===== config.mk =====
export PLATFORM = sky130hd
export DESIGN_NAME = dual_mode_ctl
export DESIGN_NICKNAME = d
export VERILOG_FILES = /design/src/rtl/dlm_pkg.sv /design/src/rtl/dlm_light_cnt.sv /design/src/rtl/dlm_burst_win.sv /design/src/rtl/dlm_mode_fsm.sv /design/src/rtl/dual_mode_ctl.sv
export SDC_FILE = /design/constraint.sdc
export NUM_CORES = 1
export LEC_CHECK = 0
export BUFFER_PORTS_ARGS = -buffer_cell sky130_fd_sc_hd__buf_2
export CAP_MARGIN = 10
export CORE_AREA = 2 2 39 41
export CTS_CLUSTER_DIAMETER = 30
export DETAILED_ROUTE_END_ITERATION = 12
export DIE_AREA = 0 0 41 43
export GPL_TIMING_DRIVEN = 0
export PLACE_DENSITY = 0.6
export SKIP_LAST_GASP = 1
export SYNTH_ARGS = -nofsm -noshare
export SYNTH_HDL_FRONTEND = slang
export SYNTH_SLANG_ARGS = --single-unit

===== constraint.sdc =====
create_clock -name clk -period 1.6 [get_ports clk]
set_input_delay 0.24 -clock clk [delete_from_list [all_inputs] [get_ports clk]]
set_output_delay 0.24 -clock clk [all_outputs]
set_load 0.01 [all_outputs]

===== src/rtl/dlm_pkg.sv =====
package dlm_pkg;
  typedef enum logic {
    MODE_PWM   = 1'b0,
    MODE_BURST = 1'b1
  } dlm_mode_e;
endpackage


===== src/rtl/dlm_light_cnt.sv =====
// Counts consecutive light-load samples; saturates at ENTRY_CYCLES.
module dlm_light_cnt #(
  parameter int ENTRY_CYCLES = 16
) (
  input  logic clk,
  input  logic rst,
  input  logic clr_i,
  input  logic smp_valid_i,
  input  logic smp_heavy_i,
  output logic run_done_o
);
  localparam int CNT_W = $clog2(ENTRY_CYCLES + 1);
  localparam logic [CNT_W-1:0] LAST = CNT_W'(ENTRY_CYCLES - 1);
  localparam logic [CNT_W-1:0] FULL = CNT_W'(ENTRY_CYCLES);

  logic [CNT_W-1:0] cnt_q;

  always_ff @(posedge clk) begin
    if (rst || clr_i) begin
      cnt_q <= '0;
    end else if (smp_valid_i) begin
      if (smp_heavy_i)        cnt_q <= '0;
      else if (cnt_q != FULL) cnt_q <= cnt_q + 1'b1;
    end
  end

  // This sample completes the run of light cycles.
  assign run_done_o = !clr_i && smp_valid_i && !smp_heavy_i && (cnt_q >= LAST);

  p_heavy_clears_r3: assert property (@(posedge clk) disable iff (rst)
    (smp_valid_i && smp_heavy_i) |=> (cnt_q == '0));
  p_no_wrap_r2: assert property (@(posedge clk) disable iff (rst)
    (cnt_q == FULL && !clr_i && !(smp_valid_i && smp_heavy_i)) |=> (cnt_q == FULL));
  p_idle_keeps_r4: assert property (@(posedge clk) disable iff (rst)
    (!smp_valid_i && !clr_i) |=> $stable(cnt_q));
endmodule


===== src/rtl/dlm_burst_win.sv =====
// Hysteretic window regulator driving the high-side enable in burst mode.
module dlm_burst_win (
  input  logic clk,
  input  logic rst,
  input  logic en_i,
  input  logic below_nom_i,
  input  logic above_hi_i,
  output logic hs_o
);
  logic hs_q;

  always_ff @(posedge clk) begin
    if (rst || !en_i)     hs_q <= 1'b0;
    else if (above_hi_i)  hs_q <= 1'b0;
    else if (below_nom_i) hs_q <= 1'b1;
  end

  assign hs_o = hs_q;

  p_turn_on_r7: assert property (@(posedge clk) disable iff (rst)
    (en_i && below_nom_i && !above_hi_i) |=> hs_o);
  p_upper_wins_r11: assert property (@(posedge clk) disable iff (rst)
    (en_i && above_hi_i) |=> !hs_o);
  p_disabled_off_r10: assert property (@(posedge clk) disable iff (rst)
    !en_i |=> !hs_o);
endmodule


===== src/rtl/dlm_mode_fsm.sv =====
// Registered PWM / burst mode selection.
module dlm_mode_fsm
  import dlm_pkg::*;
(
  input  logic      clk,
  input  logic      rst,
  input  logic      hold_i,
  input  logic      below_lo_i,
  input  logic      run_done_i,
  output dlm_mode_e mode_o,
  output logic      stay_burst_o
);
  dlm_mode_e mode_q, mode_d;

  assign stay_burst_o = (mode_q == MODE_BURST) && !hold_i && !below_lo_i;

  always_comb begin
    mode_d = mode_q;
    unique case (mode_q)
      MODE_PWM:   if (!hold_i && run_done_i) mode_d = MODE_BURST;
      MODE_BURST: if (!stay_burst_o)         mode_d = MODE_PWM;
      default:                               mode_d = MODE_PWM;
    endcase
  end

  always_ff @(posedge clk) begin
    if (rst) mode_q <= MODE_PWM;
    else     mode_q <= mode_d;
  end

  assign mode_o = mode_q;

  p_hold_pwm_r5: assert property (@(posedge clk) disable iff (rst)
    hold_i |=> (mode_o == MODE_PWM));
  p_low_exit_r9: assert property (@(posedge clk) disable iff (rst)
    (mode_o == MODE_BURST && below_lo_i) |=> (mode_o == MODE_PWM));
  p_entry_needs_run_r2: assert property (@(posedge clk) disable iff (rst)
    (mode_o == MODE_PWM && !run_done_i) |=> (mode_o == MODE_PWM));
endmodule


===== src/rtl/dual_mode_ctl.sv =====
module dual_mode_ctl
  import dlm_pkg::*;
#(
  parameter int ENTRY_CYCLES = 16
) (
  input  logic clk,
  input  logic rst,
  input  logic smp_valid,
  input  logic smp_heavy,
  input  logic vout_below_nom,
  input  logic vout_above_hi,
  input  logic vout_below_lo,
  input  logic force_pwm,
  input  logic ss_active,
  output logic burst_mode,
  output logic hs_burst_on,
  output logic ilim_quarter
);
  dlm_mode_e mode;
  logic      hold, run_done, stay_burst, cnt_clr;

  assign hold    = force_pwm || ss_active;
  assign cnt_clr = hold || (mode == MODE_BURST);

  dlm_light_cnt #(.ENTRY_CYCLES(ENTRY_CYCLES)) u_cnt (
    .clk(clk), .rst(rst), .clr_i(cnt_clr),
    .smp_valid_i(smp_valid), .smp_heavy_i(smp_heavy),
    .run_done_o(run_done)
  );

  dlm_mode_fsm u_fsm (
    .clk(clk), .rst(rst), .hold_i(hold), .below_lo_i(vout_below_lo),
    .run_done_i(run_done), .mode_o(mode), .stay_burst_o(stay_burst)
  );

  dlm_burst_win u_win (
    .clk(clk), .rst(rst), .en_i(stay_burst),
    .below_nom_i(vout_below_nom), .above_hi_i(vout_above_hi),
    .hs_o(hs_burst_on)
  );

  assign burst_mode   = (mode == MODE_BURST);
  assign ilim_quarter = (mode == MODE_BURST);

  p_hs_needs_burst_r10: assert property (@(posedge clk) disable iff (rst)
    hs_burst_on |-> burst_mode);
  p_reset_state_r1: assert property (@(posedge clk)
    rst |=> (!burst_mode && !hs_burst_on && !ilim_quarter));
endmodule


==> results of run 1 <==
[kinds of logic after synthesis]
family | Yosys count | synth area share
flip-flops | 7 | 0.320
AO/OA/AOI/OAI | 12 | 0.169
buffers and inverters | 5 | 0.0514
AND/OR/NAND/NOR | 21 | 0.352
adder cells (fa/ha/maj) | 3 | 0.0857
multiplexers | 1 | 0.0229
[cells in the mapped netlist]
| cell type | instances |
|---|---|
| and2b_1 | 1 |
| a31oi_1 | 1 |
| nor4b_1 | 1 |
| and3_2 | 1 |
| o21ai_1 | 1 |
| nor3b_1 | 1 |
| nand4b_1 | 1 |
| nand2_1 | 3 |
| inv_1 | 4 |
| buf_4 | 1 |
| and3_1 | 1 |
| a21oi_1 | 4 |
| nor2b_1 | 1 |
| a211oi_1 | 1 |
| nor3_1 | 2 |
| dfxtp_1 | 7 |
| nor2_1 | 1 |
| nand4bb_4 | 1 |
| mux2i_1 | 1 |
| o31ai_2 | 1 |
| ha_1 | 3 |
| nand3b_1 | 4 |
| nor4_1 | 1 |
| nand4_1 | 1 |
| o21ai_0 | 3 |
| nand2b_1 | 1 |
| o21a_1 | 1 |
[cells in the final DEF (no fill, tap or decap)]
master,n
a211oi_1,1
a21oi_1,4
a31oi_1,1
and2b_1,1
and3_1,1
and3_2,1
buf_2,11
buf_4,1
clkbuf_1,1
clkbuf_4,3
dfxtp_1,7
ha_1,3
inv_1,4
mux2i_1,1
nand2_1,3
nand2b_1,1
nand3b_1,4
nand4_1,1
nand4b_1,1
nand4bb_4,1
nor2_1,1
nor2b_1,1
nor3_1,2
nor3b_1,1
nor4_1,1
nor4b_1,1
o21a_1,1
o21ai_0,3
o21ai_1,1
o31ai_2,1
[per-layer routing]
metal  vias up  GRT usage  wire length (µm)
li1        213          -                 -
met1       193      0.106               402
met2        10      0.169               389
met3         0     0.0471                38
met4         0     0.0600                 0
met5         -          0                 0
[flip-flops by register name (all words and copies together) (netlist names)]
name          count
u_cnt.cnt_q       5
u_win.hs_o        1
u_fsm.mode_o      1
[worst max-delay path: stages (launching register included)]
cell      delay (ns)
dfxtp_1         0.37
ha_1            0.25
and3_2          0.22
ha_1            0.18
a211oi_1        0.24
o21ai_1         0.10
[final cells by class]
type / count / area share
flip-flops and latches: 7 / 0.260
clock buffers: 4 / 0.0487
multi-input cells: 37 / 0.510
plain buffers: 1 / 0.0139
repair buffers: 11 / 0.102
well taps: 16 / 0.0371
inverters: 4 / 0.0278
[power by group through the flow]
stage | combinational (mW) | clock [mW] | sequential [mW]
floorplan | 0.0137 | 0 | 0.179
finish | 0.0293 | 0.160 | 0.176
global route | 0.0325 | 0.175 | 0.176
global placement | 0.0286 | 0 | 0.179
CTS | 0.0290 | 0.168 | 0.176
detailed placement | 0.0289 | 0 | 0.179
[worst max-delay path by stage]
stage                        start        endpoint  slack (ns)  cells after the start
floorplan           u_cnt.cnt_q[0]  u_cnt.cnt_q[4]        0.27                      5
global placement    u_cnt.cnt_q[0]    u_fsm.mode_o        0.15                      5
CTS                 u_cnt.cnt_q[0]    u_fsm.mode_o        0.13                      5
detailed placement  u_cnt.cnt_q[0]    u_fsm.mode_o        0.15                      5
finish              u_cnt.cnt_q[0]    u_fsm.mode_o        0.13                      5
global route        u_cnt.cnt_q[0]    u_fsm.mode_o        0.05                      5
[per-stage QoR]
stage / instance area, µm² / worst slack [ns] / total power [mW] / hold WS, ns
2_1_floorplan: 438 / 0.270 / 0.193 / 0.319
4_1_cts: 539 / 0.134 / 0.373 / 0.154
6_report: 539 / 0.129 / 0.365 / 0.160
3_5_place_dp: 513 / 0.155 / 0.208 / 0.414
5_1_grt: 539 / 0.0533 / 0.383 / 0.163
3_3_place_gp: 513 / 0.154 / 0.208 / 0.405
==> key figures, run 1 <==
Die
  – Die X: 41 µm
  – # rows: 14
  – Io pins: 12
  – Initial Util: 0.316
  – Die height: 43 µm
  – Core area: 0.00138 mm²
  – Die area: 0.00176 mm²

Drt
  – Router iterations before antenna repair: 4
  – Vias: 416
  – DR WL/cell: 10.4 µm
  – Drt drc: 0
  – Initial DRC Count: 12
  – Via density: 5.20
  – Routed WL: 831 µm
  – Routed Antenna Nets: 0

Clocking
  – PostCTS Resize Cnt: 0
  – Root Buffer: clkbuf_4
  – Total CTS buffers: 3
  – TritonCTS clock tree: yes
  – Clk Latency, worst-skew pair: 0.25 ns
  – Clk buf depth: 2
  – Clk slew on worst S/H paths: 0.06 ns
  – H-tree depth: 1
  – Clock sinks: 7
  – Setup repair bufs after CTS: 0
  – Post-CTS Hold Buffers: 0

Synthesis
  – Yosys top cell area share: 0.320
  – Synth cell types: 27
  – Cells after Synth: 49
  – Post-Syn Nets: 61
  – #FFs+latches synth: 7
  – Syn. warnings: 0
  – Syn Std Cell Area: 438 µm²
  – Sequential-to-total area share from yosys stat: 0.320
  – Area contributors post-synth: dfxtp_1 32%, ha_1 8.6%, nand3b_1 6.9%
  – Cell type with the largest total area after synthesis: dfxtp_1
  – Avg Cell Area, Syn: 8.94 µm²

Critical path
  – Reg2reg setup slack: 0.13 ns
  – WS Path Type: flop to flop
  – Data required, critical path: 1.72 ns
  – Reg2reg path depth: 5
  – Crit path launch type: flop
  – Reg-to-Reg Start: u_cnt.cnt_q[0]
  – Crit path max fanout: 7
  – Worst setup EP type: flop
  – Reg-to-reg endpoint: u_fsm.mode_o
  – Worst Path Arrival: 1.60 ns

Power and ir drop
  – Net Switching: 81.5 µW
  – Clock Power Share: 0.439
  – Peak VDD IR: 0.199 mV
  – Comb pwr share: 0.080
  – Internal power: 284 µW
  – Power per Cell Area: 678 mW/mm²
  – Switching Fraction: 0.223
  – Seq pwr share: 0.481
  – P_leak: 0.214 nW

Layout
  – Fill cells: 145
  – Nets: 77
  – # diodes: 0
  – Fin util: 0.390
  – Syn-to-layout area delta: 23.1%
  – Seq. cell area: 140 µm²
  – Area of the multi-input gates: 275 µm²
  – Layout cells sized above 1: 0.281
  – Filler-free cell count of the finished design: 80

GRT
  – First-pass GRT wire length: 1250 µm
  – Gr usage total: 0.105
  – Largest net degree at the start of global routing: 8
  – Total gr overflow: 0
  – Vias in the first global route: 344
  – Initial antenna violation count: 0

Worst hold path
  – Worst Hold Class: input pin to flop
  – Hold depth: 2
  – Min-Delay Endpoint: u_win.hs_o
  – Min-Delay Startpoint: vout_above_hi

Run
  – Max Cap Viol: 0

Placement
  – HPWL after DPL: 666 µm
  – Placed cell count: 76
  – Gpl congestion: 0.804
  – Port bufs: 11

Timing
  – Fin crit period: 1.47 ns
  – Rel. slew slack: 0.736
  – Unrepaired setup endpoints after global routing: false
  – Worst-margin pin slew: 0.392 ns
  – Setup Skew: 0.0125 ns
  – Final Hold Violating Endpoints: 0
  – Setup TNS: 0 ns
  – Final setup violating endpoints: 0
  – Max Fclk: 680 MHz
  – Slew Viols, Final: 0
  – Period utilization: 0.919

Status
  – Status: finished clean
No activity file was read; power rests on OpenSTA's default activity.
==> run 2, diff against run 1 <==
- BUFFER_PORTS_ARGS: -buffer_cell sky130_fd_sc_hd__buf_2 -> not set
- DONT_BUFFER_PORTS: not set -> 1
- PLACE_DENSITY: 0.6 -> 0.53
==> run 2 against run 1 <==
Clock skew decreased by 0.010 ns. Critical endpoint is now u_cnt.cnt_q[4]. Fmax up 2.6%. Non-clock buffer count down 11. Largest power group unchanged. Highest routed layer unchanged. Sequential share of layout area is 3.0 points higher. Sequential cell count stayed put.
==> key figures, run 2 (synthesis gave the netlist of run 1 again) <==
Die
  – Initial Util: 0.316
  – Die area: 0.00176 mm²
  – Die height: 43 µm
  – Die X: 41 µm
  – Core area: 0.00138 mm²
  – Io pins: 12
  – # rows: 14

Layout
  – Max reg flops: 5
  – Most flop-heavy register: u_cnt.cnt_q
  – Fill cells: 144
  – Commonest non-fill, non-tap cells in the layout: 7 x dfxtp_1, 4 x inv_1, 4 x a21oi_1, 4 x nand3b_1
  – Layout cells sized above 1: 0.132
  – Commonest non-fill, non-tap cell in the layout: dfxtp_1
  – Seq. cell area: 140 µm²
  – Area of the multi-input gates: 275 µm²
  – Syn-to-layout area delta: 10.6%
  – # diodes: 0
  – Nets: 66

Timing
  – Slew Viols, Final: 0
  – Fin crit period: 1.43 ns
  – Period utilization: 0.896
  – Final Hold Violating Endpoints: 0
  – WHS: 0.0574 ns
  – Max Fclk: 698 MHz
  – Setup Skew: 0.00216 ns
  – Rel. slew slack: 0.700
  – Final setup violating endpoints: 0
  – Unrepaired setup endpoints after global routing: false
  – Setup TNS: 0 ns
  – Worst-margin pin slew: 0.447 ns

Run
  – Max Cap Viol: 0

Critical path
  – WS Path Type: flop to flop
  – Most frequent cell on the critical path: ha_1
  – Largest stage delay on the critical path: 0.36 ns
  – Crit path max fanout: 7
  – Critical Path Start: u_cnt.cnt_q[0]
  – Reg2reg path depth: 5
  – Data required, critical path: 1.79 ns
  – Crit path launch type: flop
  – Reg2reg setup slack: 0.17 ns
  – Worst setup EP type: flop
  – Critical Path, Cell by Cell: ha_1 -> and3_2 -> ha_1 -> nand3b_1 -> a21oi_1
  – Reg-to-reg endpoint: u_cnt.cnt_q[4]
  – Reg-to-Reg Start: u_cnt.cnt_q[0]
  – CP max-delay cell: dfxtp_1
  – Crit path to: u_cnt.cnt_q[4]
  – Worst Path Arrival: 1.62 ns

Power and ir drop
  – Peak VDD IR: 0.429 mV
  – Power per Cell Area: 736 mW/mm²
  – Total power: 356 µW
  – P_leak: 0.165 nW

Drt
  – Routed WL: 895 µm
  – Routed Antenna Nets: 0
  – Via density: 5.54
  – DR WL/cell: 13.0 µm
  – Drt drc: 0
  – Initial DRC Count: 14
  – Vias: 382
  – Router iterations before antenna repair: 4

GRT
  – Initial antenna violation count: 0
  – Gr usage total: 0.117
  – Vias in the first global route: 313
  – Total gr overflow: 0
  – Largest net degree at the start of global routing: 8
  – First-pass GRT wire length: 1280 µm

Clocking
  – PostCTS Resize Cnt: 0
  – Clock sinks: 7
  – Root Buffer: clkbuf_4
  – TritonCTS clock tree: yes
  – Clk slew on worst S/H paths: 0.05 ns
  – Clk buf depth: 2
  – Total CTS buffers: 3
  – H-tree depth: 1
  – Setup repair bufs after CTS: 0
  – Post-CTS Hold Buffers: 0
  – Clk Latency, worst-skew pair: 0.25 ns

Placement
  – HPWL after DPL: 677 µm
  – Port bufs: 0
  – Gpl congestion: 0.738

Worst hold path
  – Worst Hold Class: input pin to flop
  – Min-Delay Startpoint: vout_above_hi

Status
  – Status: finished clean
run 2: cell type report:
type,count,area share
Sequential cell,7,0.289
Buffer,1,0.0155
Clock buffer,4,0.0543
Multi-Input combinational cell,37,0.568
Inverter,4,0.0310
Tap cell,16,0.0413
run 2: per-stage QoR:
stage / utilization / cell area (µm²) / std cells / setup WS, ns
5_1_grt: 0.350 / 484 / 69 / 0.0979
3_3_place_gp: 0.331 / 458 / 65 / 0.184
2_1_floorplan: - / 438 / 49 / 0.270
3_5_place_dp: 0.331 / 458 / 65 / 0.188
6_report: 0.350 / 484 / 69 / 0.166
4_1_cts: 0.350 / 484 / 69 / 0.174
run 2: per-layer routing:
layer / vias up / GRT usage / share of wire
li1: 188 / - / -
met1: 181 / 0.123 / 0.47
met2: 13 / 0.153 / 0.43
met3: 0 / 0.105 / 0.098
met4: 0 / 0.0600 / 0
met5: - / 0 / 0
run 2: worst max-delay path, delay by kind of cell, from the launching register on:
kind / cells / cell delay, ns
adders and majority gates: 2 / 0.50
AOI/OAI and AO/OA: 1 / 0.13
and+or+nand+nor: 2 / 0.37
DFF: 1 / 0.36
run 2: power by group:
group | switching, mW | total [mW] | internal (mW)
Sequential | 0.000780 | 0.176 | 0.175
Clock | 0.0683 | 0.164 | 0.0954
Combinational | 0.00983 | 0.0170 | 0.00719
Total | 0.0789 | 0.356 | 0.277
run 2: worst min-delay path by stage:
stage | endpoint | slack (ns) | cells after the start
3_3_place_gp | u_win.hs_o | 0.32 | 1
6_report | u_win.hs_o | 0.06 | 1
5_1_grt | u_win.hs_o | 0.04 | 1
4_1_cts | u_win.hs_o | 0.05 | 1
2_1_floorplan | u_win.hs_o | 0.32 | 1
3_5_place_dp | u_win.hs_o | 0.32 | 1
==> run 3, diff against run 2 <==
- CAP_MARGIN: 10 -> not set
- CTS_BUF_LIST: not set -> sky130_fd_sc_hd__clkbuf_2
==> run 3 against run 2 <==
Die area is the same. Non-clock buffer count is the same. Sequential share of layout area grew 0.38 points. Clock power shrank 18%. Clock-buffer cell count is the same. Fmax shrank 0.31%.
==> key figures, run 3 (synthesis gave the netlist of run 1 again) <==
GRT
  – Initial antenna violation count: 0
  – Largest net degree at the start of global routing: 8
  – Vias in the first global route: 319
  – First-pass GRT wire length: 1320 µm
  – Gr usage total: 0.119
  – Total gr overflow: 0

Timing
  – Fin crit period: 1.44 ns
  – Period utilization: 0.899
  – Rel. slew slack: 0.697
  – Setup Skew: 0.00552 ns
  – Slew Viols, Final: 0
  – Unrepaired setup endpoints after global routing: false
  – Final Hold Violating Endpoints: 0
  – Worst-margin pin slew: 0.451 ns
  – Setup TNS: 0 ns
  – Max Fclk: 695 MHz
  – Final setup violating endpoints: 0

Die
  – Io pins: 12
  – Core area: 0.00138 mm²
  – Initial Util: 0.316
  – Die X: 41 µm
  – Die height: 43 µm
  – # rows: 14
  – Die area: 0.00176 mm²

Power and ir drop
  – Peak VDD IR: 0.283 mV
  – Seq pwr share: 0.537
  – Clock Power Share: 0.411
  – Power per Cell Area: 683 mW/mm²
  – Internal power: 248 µW
  – Comb pwr share: 0.052
  – P_leak: 0.167 nW
  – Net Switching: 78.4 µW
  – Switching Fraction: 0.240

Layout
  – Nets: 66
  – Commonest non-fill, non-tap cells in the layout: 7 x dfxtp_1, 4 x inv_1, 4 x a21oi_1, 4 x nand3b_1, 4 x clkbuf_2
  – Most flop-heavy register: u_cnt.cnt_q
  – Fin util: 0.345
  – Layout cells sized above 1: 0.151
  – # diodes: 0
  – Max reg flops: 5
  – Syn-to-layout area delta: 9.14%
  – Commonest non-fill, non-tap cell in the layout: dfxtp_1

Placement
  – Port bufs: 0
  – Gpl congestion: 0.738
  – HPWL after DPL: 677 µm

Run
  – Max Cap Viol: 0

Drt
  – Router iterations before antenna repair: 4
  – Initial DRC Count: 12
  – Drt drc: 0
  – Via density: 5.41
  – Routed WL: 894 µm
  – Routed Antenna Nets: 0
  – DR WL/cell: 13.0 µm
  – Vias: 373

Critical path
  – Worst setup EP type: flop
  – Worst Path Arrival: 1.61 ns
  – Crit path launch type: flop
  – Crit path max fanout: 7
  – WS Path Type: flop to flop
  – Data required, critical path: 1.77 ns

Clocking
  – H-tree depth: 1
  – Clk slew on worst S/H paths: 0.08 ns
  – Clk buf depth: 2
  – Total CTS buffers: 3
  – Setup repair bufs after CTS: 0
  – Clk Latency, worst-skew pair: 0.24 ns
  – Root Buffer: clkbuf_2
  – TritonCTS clock tree: yes
  – Clock sinks: 7
  – PostCTS Resize Cnt: 0
  – Post-CTS Hold Buffers: 0

Status
  – Status: finished clean

Worst hold path
  – Worst Hold Class: input pin to flop
[run 3: cell count changes in the layout (fill, tap and decap cells not counted)]
cell	previous run	this run
clkbuf_1	1	0
clkbuf_4	3	0
clkbuf_2	0	4
[run 3: metrics by stage]
| step | setup slack (ns) | cells | power, mW | instance area (µm²) | hold WS (ns) |
|---|---|---|---|---|---|
| floorplan | 0.270 | 49 | 0.193 | 438 | 0.319 |
| global placement | 0.184 | 65 | 0.196 | 458 | 0.320 |
| detailed placement | 0.188 | 65 | 0.196 | 458 | 0.323 |
| CTS | 0.168 | 69 | 0.333 | 478 | 0.0594 |
| global route | 0.0861 | 69 | 0.351 | 478 | 0.0394 |
| finish | 0.162 | 69 | 0.327 | 478 | 0.0684 |
[run 3: cell type report]
| cell class | count | area [µm²] |
|---|---|---|
| fill | 147 | 906 |
| multi-input combinational | 37 | 275 |
| sequential | 7 | 140 |
| clock buffer | 4 | 20.0 |
| tap | 16 | 20.0 |
| inverter | 4 | 15.0 |
| buffer | 1 | 7.51 |
[run 3: critical path: stages, from the launching register on]
cell and delay [ns]:
dfxtp_1 0.37, ha_1 0.25, and3_2 0.22, ha_1 0.26
nand3b_1 0.15, a21oi_1 0.13
[run 3: power groups by stage]
stage,logic [mW],registers [mW],clock network [mW]
4_1_cts,0.0168,0.175,0.141
6_report,0.0170,0.175,0.134
2_1_floorplan,0.0137,0.179,0
5_1_grt,0.0182,0.175,0.158
3_5_place_dp,0.0169,0.179,0
3_3_place_gp,0.0170,0.179,0
[run 3: routing by layer]
metal	wire, µm	up-vias	global-route usage
li1	-	188	-
met1	403	166	0.126
met2	392	17	0.156
met3	90	2	0.105
met4	8	0	0.0600
met5	0	-	0
[run 3: final timing paths]
check,from,cells past startpoint,slack (ns),end
worst max-delay path,u_cnt.cnt_q[0],5,0.16,u_cnt.cnt_q[4]
worst min-delay path,vout_above_hi,1,0.07,u_win.hs_o
worst max register to register,u_cnt.cnt_q[0],5,0.16,u_cnt.cnt_q[4]
worst min register to register,u_cnt.cnt_q[2],2,0.53,u_cnt.cnt_q[2]
